==> src/rtl/tsa_pkg.sv <==
package tsa_pkg;

    localparam int CNT_W   = 14;
    localparam int PRESC_W = 3;
    localparam int PH_W    = 4;
    localparam int MAXC_W  = 3;
    localparam int DIV_W   = (1 << PRESC_W) - 1;

    localparam logic [3:0] A_CTRL  = 4'd0;
    localparam logic [3:0] A_IEN   = 4'd1;
    localparam logic [3:0] A_STAT  = 4'd2;
    localparam logic [3:0] A_CLR   = 4'd3;
    localparam logic [3:0] A_GROUP = 4'd4;
    localparam logic [3:0] A_CNT0  = 4'd8;

    typedef enum logic [2:0] {
        ST_IDLE,
        ST_SYNC_WAIT,
        ST_CHARGE,
        ST_TRANSFER,
        ST_EVAL
    } tsa_state_t;

    function automatic logic [CNT_W-1:0] max_of(input logic [MAXC_W-1:0] code);
        if (code >= 3'd6) return {CNT_W{1'b1}};
        return CNT_W'((32'd256 << code) - 32'd1);
    endfunction

    function automatic logic cfg_ok(input logic [PRESC_W-1:0] p, input logic [PH_W-1:0] lo);
        if (p == 3'd0 && lo < 4'd2) return 1'b0;
        if (p == 3'd1 && lo < 4'd1) return 1'b0;
        return 1'b1;
    endfunction

endpackage

==> src/rtl/tsa_prescaler.sv <==
module tsa_prescaler
    import tsa_pkg::*;
(
    input  logic               clk,
    input  logic               rst_n,
    input  logic               restart,
    input  logic [PRESC_W-1:0] presc,
    output logic               tick
);
    logic [DIV_W-1:0] div_q;
    logic [DIV_W-1:0] lim;

    always_comb begin
        lim  = DIV_W'((32'd1 << presc) - 32'd1);
        tick = (div_q == lim);
    end

    always_ff @(posedge clk or negedge rst_n) begin
        if (!rst_n)       div_q <= '0;
        else if (restart) div_q <= '0;
        else if (tick)    div_q <= '0;
        else              div_q <= div_q + 1'b1;
    end
endmodule

==> src/rtl/tsa_group_ctr.sv <==
module tsa_group_ctr
    import tsa_pkg::*;
(
    input  logic             clk,
    input  logic             rst_n,
    input  logic             clear,
    input  logic             en,
    input  logic             xfer_end,
    input  logic             comp,
    input  logic [CNT_W-1:0] max_val,
    output logic [CNT_W-1:0] count,
    output logic             done,
    output logic             maxed
);
    logic             running_q;
    logic [CNT_W-1:0] nxt;

    assign nxt = count + 1'b1;

    always_ff @(posedge clk or negedge rst_n) begin
        if (!rst_n) begin
            count     <= '0;
            done      <= 1'b0;
            maxed     <= 1'b0;
            running_q <= 1'b0;
        end else if (clear) begin
            count     <= '0;
            done      <= 1'b0;
            maxed     <= 1'b0;
            running_q <= en;
        end else if (xfer_end && running_q) begin
            count <= nxt;
            if (comp) begin
                done      <= 1'b1;
                running_q <= 1'b0;
            end else if (nxt == max_val) begin
                maxed     <= 1'b1;
                running_q <= 1'b0;
            end
        end
    end

    // a stopped group holds its count until the next start
    a_r3_count_hold: assert property (@(posedge clk) disable iff (!rst_n)
        (done && !clear) |=> $stable(count));

    // a running group never reaches the limit before it stops
    a_r4_below_limit: assert property (@(posedge clk) disable iff (!rst_n)
        (xfer_end && running_q) |-> (count < max_val));

    // touch seen on the pulse wins over the limit
    a_r12_touch_wins: assert property (@(posedge clk) disable iff (!rst_n)
        (xfer_end && running_q && comp && !clear) |=> (done && !maxed));
endmodule

==> src/rtl/tsa_fsm.sv <==
module tsa_fsm
    import tsa_pkg::*;
(
    input  logic            clk,
    input  logic            rst_n,
    input  logic            run,
    input  logic            sync_mode,
    input  logic            sync_pol,
    input  logic            sync_in,
    input  logic            tick,
    input  logic [PH_W-1:0] hi_len,
    input  logic [PH_W-1:0] lo_len,
    input  logic            any_max,
    input  logic            all_done,
    output logic            restart,
    output logic            xfer_end,
    output logic            fin_ok,
    output logic            fin_err,
    output logic            ph_charge,
    output logic            ph_xfer,
    output logic            busy
);
    tsa_state_t      state_q, state_n;
    logic [PH_W-1:0] ph_q, ph_n;
    logic            sync_d;
    logic            qual;

    assign qual = sync_pol ? sync_in : (sync_d && !sync_in);

    always_ff @(posedge clk or negedge rst_n) begin
        if (!rst_n) begin
            state_q <= ST_IDLE;
            ph_q    <= '0;
            sync_d  <= 1'b0;
        end else begin
            state_q <= state_n;
            ph_q    <= ph_n;
            sync_d  <= sync_in;
        end
    end

    always_comb begin
        state_n  = state_q;
        ph_n     = ph_q;
        restart  = 1'b0;
        xfer_end = 1'b0;
        fin_ok   = 1'b0;
        fin_err  = 1'b0;
        if (!run) begin
            state_n = ST_IDLE;
            ph_n    = '0;
        end else begin
            unique case (state_q)
                ST_IDLE: begin
                    ph_n = '0;
                    if (sync_mode) begin
                        state_n = ST_SYNC_WAIT;
                    end else begin
                        state_n = ST_CHARGE;
                        restart = 1'b1;
                    end
                end
                ST_SYNC_WAIT: begin
                    if (qual) begin
                        state_n = ST_CHARGE;
                        restart = 1'b1;
                        ph_n    = '0;
                    end
                end
                ST_CHARGE: begin
                    if (tick) begin
                        if (ph_q == hi_len) begin
                            state_n = ST_TRANSFER;
                            ph_n    = '0;
                        end else begin
                            ph_n = ph_q + 1'b1;
                        end
                    end
                end
                ST_TRANSFER: begin
                    if (tick) begin
                        if (ph_q == lo_len) begin
                            state_n  = ST_EVAL;
                            xfer_end = 1'b1;
                            ph_n     = '0;
                        end else begin
                            ph_n = ph_q + 1'b1;
                        end
                    end
                end
                ST_EVAL: begin
                    if (any_max) begin
                        fin_err = 1'b1;
                        state_n = ST_IDLE;
                    end else if (all_done) begin
                        fin_ok  = 1'b1;
                        state_n = ST_IDLE;
                    end else begin
                        state_n = ST_CHARGE;
                        restart = 1'b1;
                    end
                end
                default: state_n = ST_IDLE;
            endcase
        end
    end

    always_comb begin
        ph_charge = (state_q == ST_CHARGE);
        ph_xfer   = (state_q == ST_TRANSFER);
        busy      = (state_q != ST_IDLE);
    end

    // dropping the start request always lands in IDLE
    a_r6_abort_idle: assert property (@(posedge clk) disable iff (!rst_n)
        !run |=> (state_q == ST_IDLE));

    // a transfer phase is only ever entered from a charge phase
    a_r2_transfer_after_charge: assert property (@(posedge clk) disable iff (!rst_n)
        (state_q == ST_TRANSFER && $past(state_q) != ST_TRANSFER) |-> ($past(state_q) == ST_CHARGE));

    // without a qualifying event the wait state holds
    a_r7_sync_hold: assert property (@(posedge clk) disable iff (!rst_n)
        (state_q == ST_SYNC_WAIT && run && !qual) |=> (state_q == ST_SYNC_WAIT));
endmodule

==> src/rtl/touch_acq_seq.sv <==
module touch_acq_seq
    import tsa_pkg::*;
#(
    parameter int NUM_GROUPS = 8,
    parameter int ADDR_W     = 4,
    parameter int DATA_W     = 32
) (
    input  logic                  clk,
    input  logic                  rst_n,
    input  logic                  wr_en,
    input  logic [ADDR_W-1:0]     wr_addr,
    input  logic [DATA_W-1:0]     wr_data,
    input  logic [ADDR_W-1:0]     rd_addr,
    output logic [DATA_W-1:0]     rd_data,
    input  logic                  sync_in,
    input  logic [NUM_GROUPS-1:0] comp_in,
    output logic [NUM_GROUPS-1:0] charge_o,
    output logic [NUM_GROUPS-1:0] xfer_o,
    output logic                  io_float_o,
    output logic                  irq_o
);
    localparam int GI_W = (NUM_GROUPS > 1) ? $clog2(NUM_GROUPS) : 1;
    localparam int DONE_LSB = 16;

    // control fields
    logic               on_q, start_q, smode_q, spol_q, float_q;
    logic [PRESC_W-1:0] presc_q;
    logic [PH_W-1:0]    hi_q, lo_q;
    logic [MAXC_W-1:0]  maxc_q;
    logic [1:0]         ien_q;
    logic               eoa_q, mce_q;
    logic [NUM_GROUPS-1:0] mask_q;

    logic ctrl_wr, clr_wr, start_set;
    logic tick, restart, xfer_end, fin_ok, fin_err, ph_charge, ph_xfer, busy;
    logic [CNT_W-1:0]      max_val;
    logic [CNT_W-1:0]      grp_cnt [NUM_GROUPS];
    logic [NUM_GROUPS-1:0] done_vec, maxed_vec;
    logic [GI_W-1:0]       gsel;
    logic                  unused_bits;

    assign ctrl_wr   = wr_en && (wr_addr == A_CTRL);
    assign clr_wr    = wr_en && (wr_addr == A_CLR);
    assign start_set = ctrl_wr && !start_q && wr_data[0] && wr_data[1]
                       && cfg_ok(wr_data[7:5], wr_data[15:12]);
    assign max_val   = max_of(maxc_q);
    assign unused_bits = ^wr_data[DATA_W-1:19];

    always_ff @(posedge clk or negedge rst_n) begin
        if (!rst_n) begin
            on_q <= 1'b0; start_q <= 1'b0; smode_q <= 1'b0; spol_q <= 1'b0;
            float_q <= 1'b0; presc_q <= '0; hi_q <= '0; lo_q <= '0; maxc_q <= '0;
            ien_q <= '0; mask_q <= '0; eoa_q <= 1'b0; mce_q <= 1'b0;
        end else begin
            if (ctrl_wr) begin
                on_q <= wr_data[0];
                if (!start_q) begin
                    smode_q <= wr_data[2];
                    spol_q  <= wr_data[3];
                    float_q <= wr_data[4];
                    presc_q <= wr_data[7:5];
                    hi_q    <= wr_data[11:8];
                    lo_q    <= wr_data[15:12];
                    maxc_q  <= wr_data[18:16];
                end
            end
            if (fin_ok || fin_err)
                start_q <= 1'b0;
            else if (ctrl_wr)
                start_q <= start_q ? (wr_data[1] && wr_data[0]) : start_set;
            if (wr_en && wr_addr == A_IEN)
                ien_q <= wr_data[1:0];
            if (wr_en && wr_addr == A_GROUP && !start_q)
                mask_q <= wr_data[NUM_GROUPS-1:0];
            eoa_q <= (eoa_q && !(clr_wr && wr_data[0])) || fin_ok || fin_err;
            mce_q <= (mce_q && !(clr_wr && wr_data[1])) || fin_err;
        end
    end

    tsa_prescaler u_presc (
        .clk     (clk),
        .rst_n   (rst_n),
        .restart (restart),
        .presc   (presc_q),
        .tick    (tick)
    );

    tsa_fsm u_fsm (
        .clk       (clk),
        .rst_n     (rst_n),
        .run       (start_q && on_q),
        .sync_mode (smode_q),
        .sync_pol  (spol_q),
        .sync_in   (sync_in),
        .tick      (tick),
        .hi_len    (hi_q),
        .lo_len    (lo_q),
        .any_max   (|maxed_vec),
        .all_done  (&(done_vec | ~mask_q)),
        .restart   (restart),
        .xfer_end  (xfer_end),
        .fin_ok    (fin_ok),
        .fin_err   (fin_err),
        .ph_charge (ph_charge),
        .ph_xfer   (ph_xfer),
        .busy      (busy)
    );

    for (genvar g = 0; g < NUM_GROUPS; g++) begin : g_grp
        tsa_group_ctr u_ctr (
            .clk      (clk),
            .rst_n    (rst_n),
            .clear    (start_set),
            .en       (mask_q[g]),
            .xfer_end (xfer_end),
            .comp     (comp_in[g]),
            .max_val  (max_val),
            .count    (grp_cnt[g]),
            .done     (done_vec[g]),
            .maxed    (maxed_vec[g])
        );
    end

    assign charge_o   = mask_q & {NUM_GROUPS{ph_charge}};
    assign xfer_o     = mask_q & {NUM_GROUPS{ph_xfer}};
    assign io_float_o = float_q && !busy;
    assign irq_o      = (eoa_q && ien_q[0]) || (mce_q && ien_q[1]);
    assign gsel       = rd_addr[GI_W-1:0];

    always_comb begin
        rd_data = '0;
        if (rd_addr >= A_CNT0) begin
            rd_data[CNT_W-1:0] = grp_cnt[gsel];
        end else begin
            case (rd_addr)
                A_CTRL:  rd_data[18:0] = {maxc_q, lo_q, hi_q, presc_q, float_q,
                                          spol_q, smode_q, start_q, on_q};
                A_IEN:   rd_data[1:0]  = ien_q;
                A_STAT:  rd_data[1:0]  = {mce_q, eoa_q};
                A_GROUP: begin
                    rd_data[NUM_GROUPS-1:0]            = mask_q;
                    rd_data[DONE_LSB +: NUM_GROUPS]    = done_vec;
                end
                default: rd_data = '0;
            endcase
        end
    end

    // an error ending sets both flags and drops start
    a_r4_error_flags: assert property (@(posedge clk) disable iff (!rst_n)
        fin_err |=> (mce_q && eoa_q && !start_q));

    // a clean ending sets the end flag and drops start
    a_r5_clean_end: assert property (@(posedge clk) disable iff (!rst_n)
        fin_ok |=> (eoa_q && !start_q));

    // a refused start never leaves IDLE
    a_r9_refused: assert property (@(posedge clk) disable iff (!rst_n)
        (ctrl_wr && !start_q && wr_data[1] && !cfg_ok(wr_data[7:5], wr_data[15:12])) |=> !start_q);
endmodule

==> config.mk <==
export PLATFORM = sky130hd
export DESIGN_NAME = touch_acq_seq
export DESIGN_NICKNAME = d
export VERILOG_FILES = /design/src/rtl/tsa_pkg.sv /design/src/rtl/tsa_prescaler.sv /design/src/rtl/tsa_group_ctr.sv /design/src/rtl/tsa_fsm.sv /design/src/rtl/touch_acq_seq.sv
export SDC_FILE = /design/constraint.sdc
export NUM_CORES = 1
export LEC_CHECK = 0
export ABC_AREA = 1
export BUFFER_PORTS_ARGS = -buffer_cell sky130_fd_sc_hd__buf_2
export CAP_MARGIN = 5
export CORE_MARGIN = 2
export CORE_UTILIZATION = 30
export CTS_CLUSTER_SIZE = 8
export DETAILED_ROUTE_END_ITERATION = 7
export HOLD_SLACK_MARGIN = 0.15
export PLACE_DENSITY_LB_ADDON = 0.05
export SLEW_MARGIN = 0
export SYNTH_ARGS = -nofsm -noshare
export SYNTH_HDL_FRONTEND = slang
export SYNTH_SLANG_ARGS = --single-unit
==> constraint.sdc <==
create_clock -name clk -period 2.4 [get_ports clk]
set_input_delay 0.12 -clock clk [delete_from_list [all_inputs] [get_ports clk]]
set_output_delay 0.12 -clock clk [all_outputs]
set_load 0.1 [all_outputs]
==> impl_metrics.tcl, run 1 <==
set metrics [dict create \
    path_class "register to register" \
    grt_max_degree 59 \
    worstPathMaxFanout 7 \
    instances_no_fill 2534 \
    via_per_inst 5.19 \
    max_cap_violations 0 \
    grt_pass1_vias 12629 \
    diodes 0 \
    die_h_um 207 \
    grt_pass1_wl_um 78000 \
    wirelength_met1_um 23700 \
    synthTopCellsByArea "dfrtp_1 37%, nand2_1 15%, nand3_1 7.2%, inv_1 6.3%, nor2_1 6.1%" \
    ant_nets 0 \
    min_path_cells 2 \
    dr.first_iter.drc_count 898 \
    period_minus_slack_ns 2.43 \
    boundaryPins 102 \
    async_reset_ff_frac 1.00 \
    synth-seq-area-share 0.368 \
    synth-seq-cells 182 \
    p_total_mw 13.3 \
    clock_sinks 182 \
    htreeDepth 4 \
    synthesis.area_sq_um 12400 \
    routedWlPerCell_um 20.7 \
    startpoint_type "register" \
    finalWirelength_um 52300 \
    ir_drop_uv 494 \
    required_ns 2.77 \
    routabilityCongestion 0.883 \
    groute.usage.overall 0.243 \
    synth_cell_types 45 \
    cp_slowest_cell "dfrtp_1" \
    cpMostUsedCell "buf_4" \
    fmax_mhz 411 \
    dp_hpwl_um 39900 \
    antenna_found_initial 0 \
    drc 0 \
    overflow 0 \
    slew_viol_final 0 \
    syn_to_final_growth_pct 35.1 \
    clkTransAtPathRegs_ns 0.07 \
    post-route-period-util 1.01 \
    top_layer "met4" \
    drive_above_1_share 0.207 \
    skew_ns 0.0138 \
    max_stage_delay_ns 0.40 \
    drt-pass1-iter-count 5 \
    worst_pin_slew_ns 0.696 \
    rsz0062_at_grt "yes" \
    clock_latency_ns 0.50 \
    fp.dieW_um 207 \
    ys.flop_type "dfrtp_1" \
    setup_viol 41 \
    numCtsBuffers 17 \
    wl_met3_um 2900 \
    hp-class "input pin to register" \
    hold_ws_ns 0.292 \
    synth.avg_cell_area_sq_um 6.99 \
    dpl.cell_count 2440 \
    place_ws_ns -0.162 \
    yosysWarnings 0 \
    relSlewSlack 0.535 \
    clock-root-buffer "clkbuf_16" \
    final_cell_mix "464 x nand2_1, 196 x nor2_1, 187 x inv_1, 178 x dfrtp_1, 163 x nand3_1" \
    reg2reg_depth 15 \
    final_common_cell "nand2_1" \
    vias 13149 \
    initial_core_util 0.304 \
    crit_arrival_ns 2.80 \
    core_sq_um 40700 \
    power_density_nw_per_um2 794 \
    violations "setup timing" \
    cts_tree "done" \
    clockBufferDepth 2 \
    final-hold-violation-count 0 \
    layout_setup_ws_ns -0.0343 \
    synth_edf_count 0 \
    p_leak_nw 8.29 \
    cp_cell_sequence "nor2_2, nand2_2, buf_4, buf_4, buf_4, xor2_1, nand3_2, nor2_4, nand2_4, nor2_8, buf_4, nand2_4, nand2_4, buf_12, o22ai_1" \
    cp-end-kind "register" \
    port_buffers 80 \
    die-area_sq_um 42900 \
    synth.top_cell.area_share 0.368 \
    std_cell_rows 74 \
    final.setup.tns_ns -0.659 \
    yosysTopAreaCell "dfrtp_1" \
    dr_wl_met2_um 24200 \
    nNetsFinal 2061 \
    fillCellCount 4241 \
    syn-instance-count 1772 \
    status "finished with violations" \
]
[layout make-up]
cell class                 count  area (sq um)  area share
clock inverter                12           224      0.0134
multi-input combinational   1328          7550       0.452
tap                          532           666      0.0398
inverter                     217           847      0.0506
clock buffer                  19           443      0.0265
sequential                   182          4560       0.273
timing repair buffer         244          2430       0.146
[report_power, final]
group | switching (mW) | internal, mW | total [mW]
Combinational | 3.60 | 1.96 | 5.56
Clock | 1.38 | 1.97 | 3.35
Sequential | 0.723 | 3.65 | 4.38
Total | 5.70 | 7.59 | 13.3
[timing repair]
item,in CTS,in global routing
hold buffers,37,0
gates cloned,3,4
setup endpoints to repair,113,160
buffers inserted,10,10
endpoints found under the hold margin,238,0
pin swaps,14,24
gates resized for setup,95,160
[critical path: cells and delay by family (launching register included)]
kind,cells,cell delay (ns)
buffers and inverters,5,0.67
DFF,1,0.40
AOI/OAI and AO/OA,1,0.06
and+or+nand+nor,8,1.01
xor gates and xnor gates,1,0.16
[synthesized netlist by cell type, drive strengths merged, types with 20 or more instances]
| library cell | count |
|---|---|
| nand2 | 494 |
| inv | 215 |
| nor2 | 211 |
| dfrtp | 182 |
| nand3 | 177 |
| o21ai | 117 |
| o22ai | 99 |
| xor2 | 44 |
| a21oi | 38 |
| nand4 | 36 |
| buf | 33 |
| o221ai | 23 |
| clkbuf | 20 |
[metal layers]
layer | track usage | up-vias
met4 | 0.0833 | 0
li1 | - | 6315
met1 | 0.326 | 6351
met5 | 0 | -
met2 | 0.390 | 420
met3 | 0.0462 | 63
[final timing paths]
| path | from | to | slack (ns) |
|---|---|---|---|
| max | presc_q[0] | g_grp[2].u_ctr.count[6] | -0.03 |
| min | sync_in | u_fsm.sync_d | 0.29 |
| max reg2reg | presc_q[0] | g_grp[2].u_ctr.count[6] | -0.03 |
| min reg2reg | g_grp[0].u_ctr.running_q | g_grp[0].u_ctr.running_q | 0.48 |
| max in group asynchronous | rst_n | g_grp[6].u_ctr.count[6] | 0.66 |
| min in group asynchronous | rst_n | g_grp[6].u_ctr.count[11] | 0.67 |
[through the flow]
stage / util / cell area (sq um)
after global placement: 0.354 / 14400
after detailed placement: 0.354 / 14400
after floorplan: - / 12400
after global routing: 0.411 / 16700
after CTS: 0.391 / 15900
final: 0.411 / 16700
[registers in the layout (all words and copies together) (netlist names)]
register               cells
spol_q                     1
g_grp.u_ctr.running_q      8
maxc_q                     3
float_q                    1
lo_q                       4
u_fsm.state_q              3
hi_q                       4
ien_q                      2
eoa_q                      1
presc_q                    3
start_q                    1
u_fsm.ph_q                 4
mask_q                     8
g_grp.u_ctr.done           8
smode_q                    1
on_q                       1
u_fsm.sync_d               1
g_grp.u_ctr.maxed          8
g_grp.u_ctr.count        112
u_presc.div_q              7
mce_q                      1
[cells by family (layout without fill, tap and decap cells)]
logic type | after synthesis | in the layout | synth area share
flops | 182 | 182 | 0.368
compound gates | 298 | 298 | 0.143
fa+ha+maj | 19 | 19 | 0.0192
xor+xnor | 65 | 65 | 0.0556
other cells | 1 | 8 | 0.000303
buf+inv | 270 | 492 | 0.0911
simple gates | 937 | 938 | 0.323
Note: power is estimated with default switching activity, not from simulation.
==> run 2: changes to the inputs <==
- ABC_AREA: 1 -> unset
==> run 2 against run 1 <==
Net effect: largest cell class unchanged; non-clock buffer count up 178; die area up 6.0%; sequential share of layout area down 3.8 points; clock-buffer cell count up 4; the run still ends with setup timing left.
==> impl_metrics.tcl, run 2 <==
set metrics [dict create \
    dpl.cell_count 2297 \
    async_reset_ff_frac 1.00 \
    switchingPower_mw 5.43 \
    p_comb_frac 0.455 \
    startpoint_type "register" \
    largest-register "g_grp.u_ctr.count" \
    fp.dieW_um 213 \
    grt_pass1_vias 12784 \
    clkTransAtPathRegs_ns 0.07 \
    grt_pass1_wl_um 81700 \
    yosysTopAreaCell "dfrtp_1" \
    drt-pass1-iter-count 5 \
    nNetsFinal 1905 \
    yosysWarnings 0 \
    boundaryPins 102 \
    p_seq_frac 0.322 \
    sw_frac_of_total 0.406 \
    final-hold-violation-count 0 \
    instances_no_fill 2431 \
    rr_startpoint "presc_q[0]" \
    cts_tree "done" \
    clockBufferDepth 2 \
    ys.flop_type "dfrtp_1" \
    required_ns 2.80 \
    holdPathEnd "u_fsm.sync_d" \
    violations "setup timing" \
    synthTopCellsByArea "dfrtp_1 35%, o21ai_0 5.0%, mux4_2 4.8%, xnor2_1 4.2%, nand2_1 4.0%" \
    status "finished with violations" \
    largest_register_ffs 112 \
    diodes 0 \
    drive_above_1_share 0.397 \
    routabilityCongestion 0.885 \
    cp-end-kind "register" \
    port_buffers 80 \
    worstPathMaxFanout 5 \
    via_per_inst 5.36 \
    crit_arrival_ns 3.51 \
    die_h_um 213 \
    routedWlPerCell_um 22.7 \
    synth_cell_types 82 \
    synth_edf_count 0 \
    dp_hpwl_um 40300 \
    drc 0 \
    groute.usage.overall 0.246 \
    path_class "register to register" \
    hold_ws_ns 0.297 \
    vias 13042 \
    period_minus_slack_ns 3.10 \
    post-route-period-util 1.29 \
    rsz0062_at_grt "yes" \
    syn-instance-count 1508 \
    reg2reg_depth 11 \
    finalWirelength_um 55300 \
    regToRegSetupSlack_ns -0.70 \
    dr.first_iter.drc_count 903 \
    r2r_end "g_grp[6].u_ctr.count[11]" \
    setup_viol 150 \
    antenna_found_initial 0 \
    synth.avg_cell_area_sq_um 8.71 \
    clkPwrFrac 0.223 \
    ant_nets 0 \
    htreeDepth 4 \
    initial_core_util 0.304 \
    relSlewSlack 0.399 \
    clock_latency_ns 0.50 \
    fillCellCount 4242 \
    clock_sinks 182 \
    worst_pin_slew_ns 0.902 \
    ir_drop_uv 379 \
    max_cap_violations 0 \
    synth-seq-cells 182 \
    synth.top_cell.area_share 0.347 \
    std_cell_rows 76 \
    power_density_nw_per_um2 687 \
    hold_start "sync_in" \
    final.setup.tns_ns -84.52 \
    layout_setup_ws_ns -0.703 \
    core_sq_um 43200 \
    min_path_cells 2 \
    p_int_mw 7.94 \
    placed_cell_area_sq_um 16800 \
    hp-class "input pin to register" \
    die-area_sq_um 45500 \
    grt_max_degree 56 \
    synth-seq-area-share 0.347 \
    final_cell_mix "215 x buf_4, 173 x dfrtp_1, 113 x nand2_1, 69 x nor2_1, 66 x o21ai_1" \
    fmax_mhz 322 \
    skew_ns 0.0107 \
    p_leak_nw 8.10 \
    numCtsBuffers 17 \
    clock-root-buffer "clkbuf_16" \
    slew_viol_final 0 \
    final_common_cell "buf_4" \
    synth_common_cells "182 x dfrtp_1, 140 x nand2_1, 132 x o21ai_0" \
    synthesis.area_sq_um 13100 \
    stdcell_area_sq_um 19500 \
    yosysMostFrequentCell "dfrtp_1" \
    overflow 0 \
    syn_to_final_growth_pct 48.2 \
]
run 2: cell types whose count changed after synthesis, sizes merged, moves of 35 or more:
| cell | change |
|---|---|
| mux2i | +46 |
| nand2 | -354 |
| mux2 | +35 |
| clkbuf | +61 |
| xnor2 | +50 |
| and2 | +38 |
| o22ai | -91 |
| nand3 | -85 |
| a21oi | +46 |
| inv | -175 |
| nor2 | -131 |
run 2: critical path: stages, from the launching register on:
cell,delay (ns)
dfrtp_1,0.38
or3_4,0.40
ha_4,0.17
or4b_4,0.52
o311ai_4,0.09
xor2_2,0.14
or4b_4,0.59
buf_12,0.19
buf_6,0.11
a311oi_2,0.23
o21ai_1,0.11
o31ai_2,0.08
run 2: worst max path at each step:
stage | endpoint | from | cells after the start | slack [ns]
floorplan | rd_data[14] | rd_addr[0] | 5 | -1.21
global placement | g_grp[6].u_ctr.count[11] | presc_q[0] | 10 | -0.80
detailed placement | g_grp[6].u_ctr.count[7] | presc_q[0] | 10 | -0.87
CTS | g_grp[1].u_ctr.count[3] | presc_q[0] | 13 | -0.68
global route | g_grp[5].u_ctr.count[7] | presc_q[0] | 13 | -0.80
finish | g_grp[6].u_ctr.count[11] | presc_q[0] | 11 | -0.70
run 2: area by class of cell:
| type | count | area, sq um | area share |
|---|---|---|---|
| inverter | 41 | 154 | 0.00790 |
| multi-input combinational | 1170 | 9320 | 0.479 |
| timing repair buffer | 422 | 4120 | 0.211 |
| clock buffer | 23 | 488 | 0.0251 |
| sequential | 182 | 4570 | 0.234 |
| tap | 585 | 732 | 0.0376 |
| clock inverter | 8 | 96.3 | 0.00495 |
run 2: kinds of logic (layout without fill, tap and decap cells):
logic type	after synthesis	after routing	share of synthesized area
multiplexers	109	109	0.113
adder cells (fa/ha/maj)	19	19	0.0181
buffers and inverters	173	494	0.0577
flip-flops	182	182	0.347
AO/OA/AOI/OAI	333	337	0.154
AND/OR/NAND/NOR	587	593	0.241
XOR/XNOR	104	104	0.0693
other	1	8	0.000285
run 2: timing repair:
item                                   CTS  global route
setup endpoints to repair              158           159
gates resized for setup                129           129
cloned                                   9            13
hold buffers                            37             0
setup buffers                           33            19
pin swaps                               31            54
endpoints found under the hold margin  238             0
run 2: through the flow:
stage	setup slack, ns	utilization	total power [mW]
global placement	-0.805	0.389	9.77
CTS	-0.680	0.433	13.2
finish	-0.703	0.451	13.4
floorplan	-1.21	-	7.49
detailed placement	-0.870	0.389	9.78
global route	-0.802	0.451	14.1
run 2: per-layer routing:
layer	track usage	part of all wire
met1	0.336	0.46
met2	0.395	0.47
met3	0.0402	0.038
met4	0.0790	0.026
met5	0	0
run 2: power by group through the flow:
stage	clock, mW	combinational (mW)	sequential (mW)
after floorplan	0	3.44	4.05
after global placement	0	5.43	4.34
after detailed placement	0	5.45	4.34
after CTS	3.09	5.83	4.28
after global routing	3.20	6.55	4.39
final	2.99	6.08	4.31
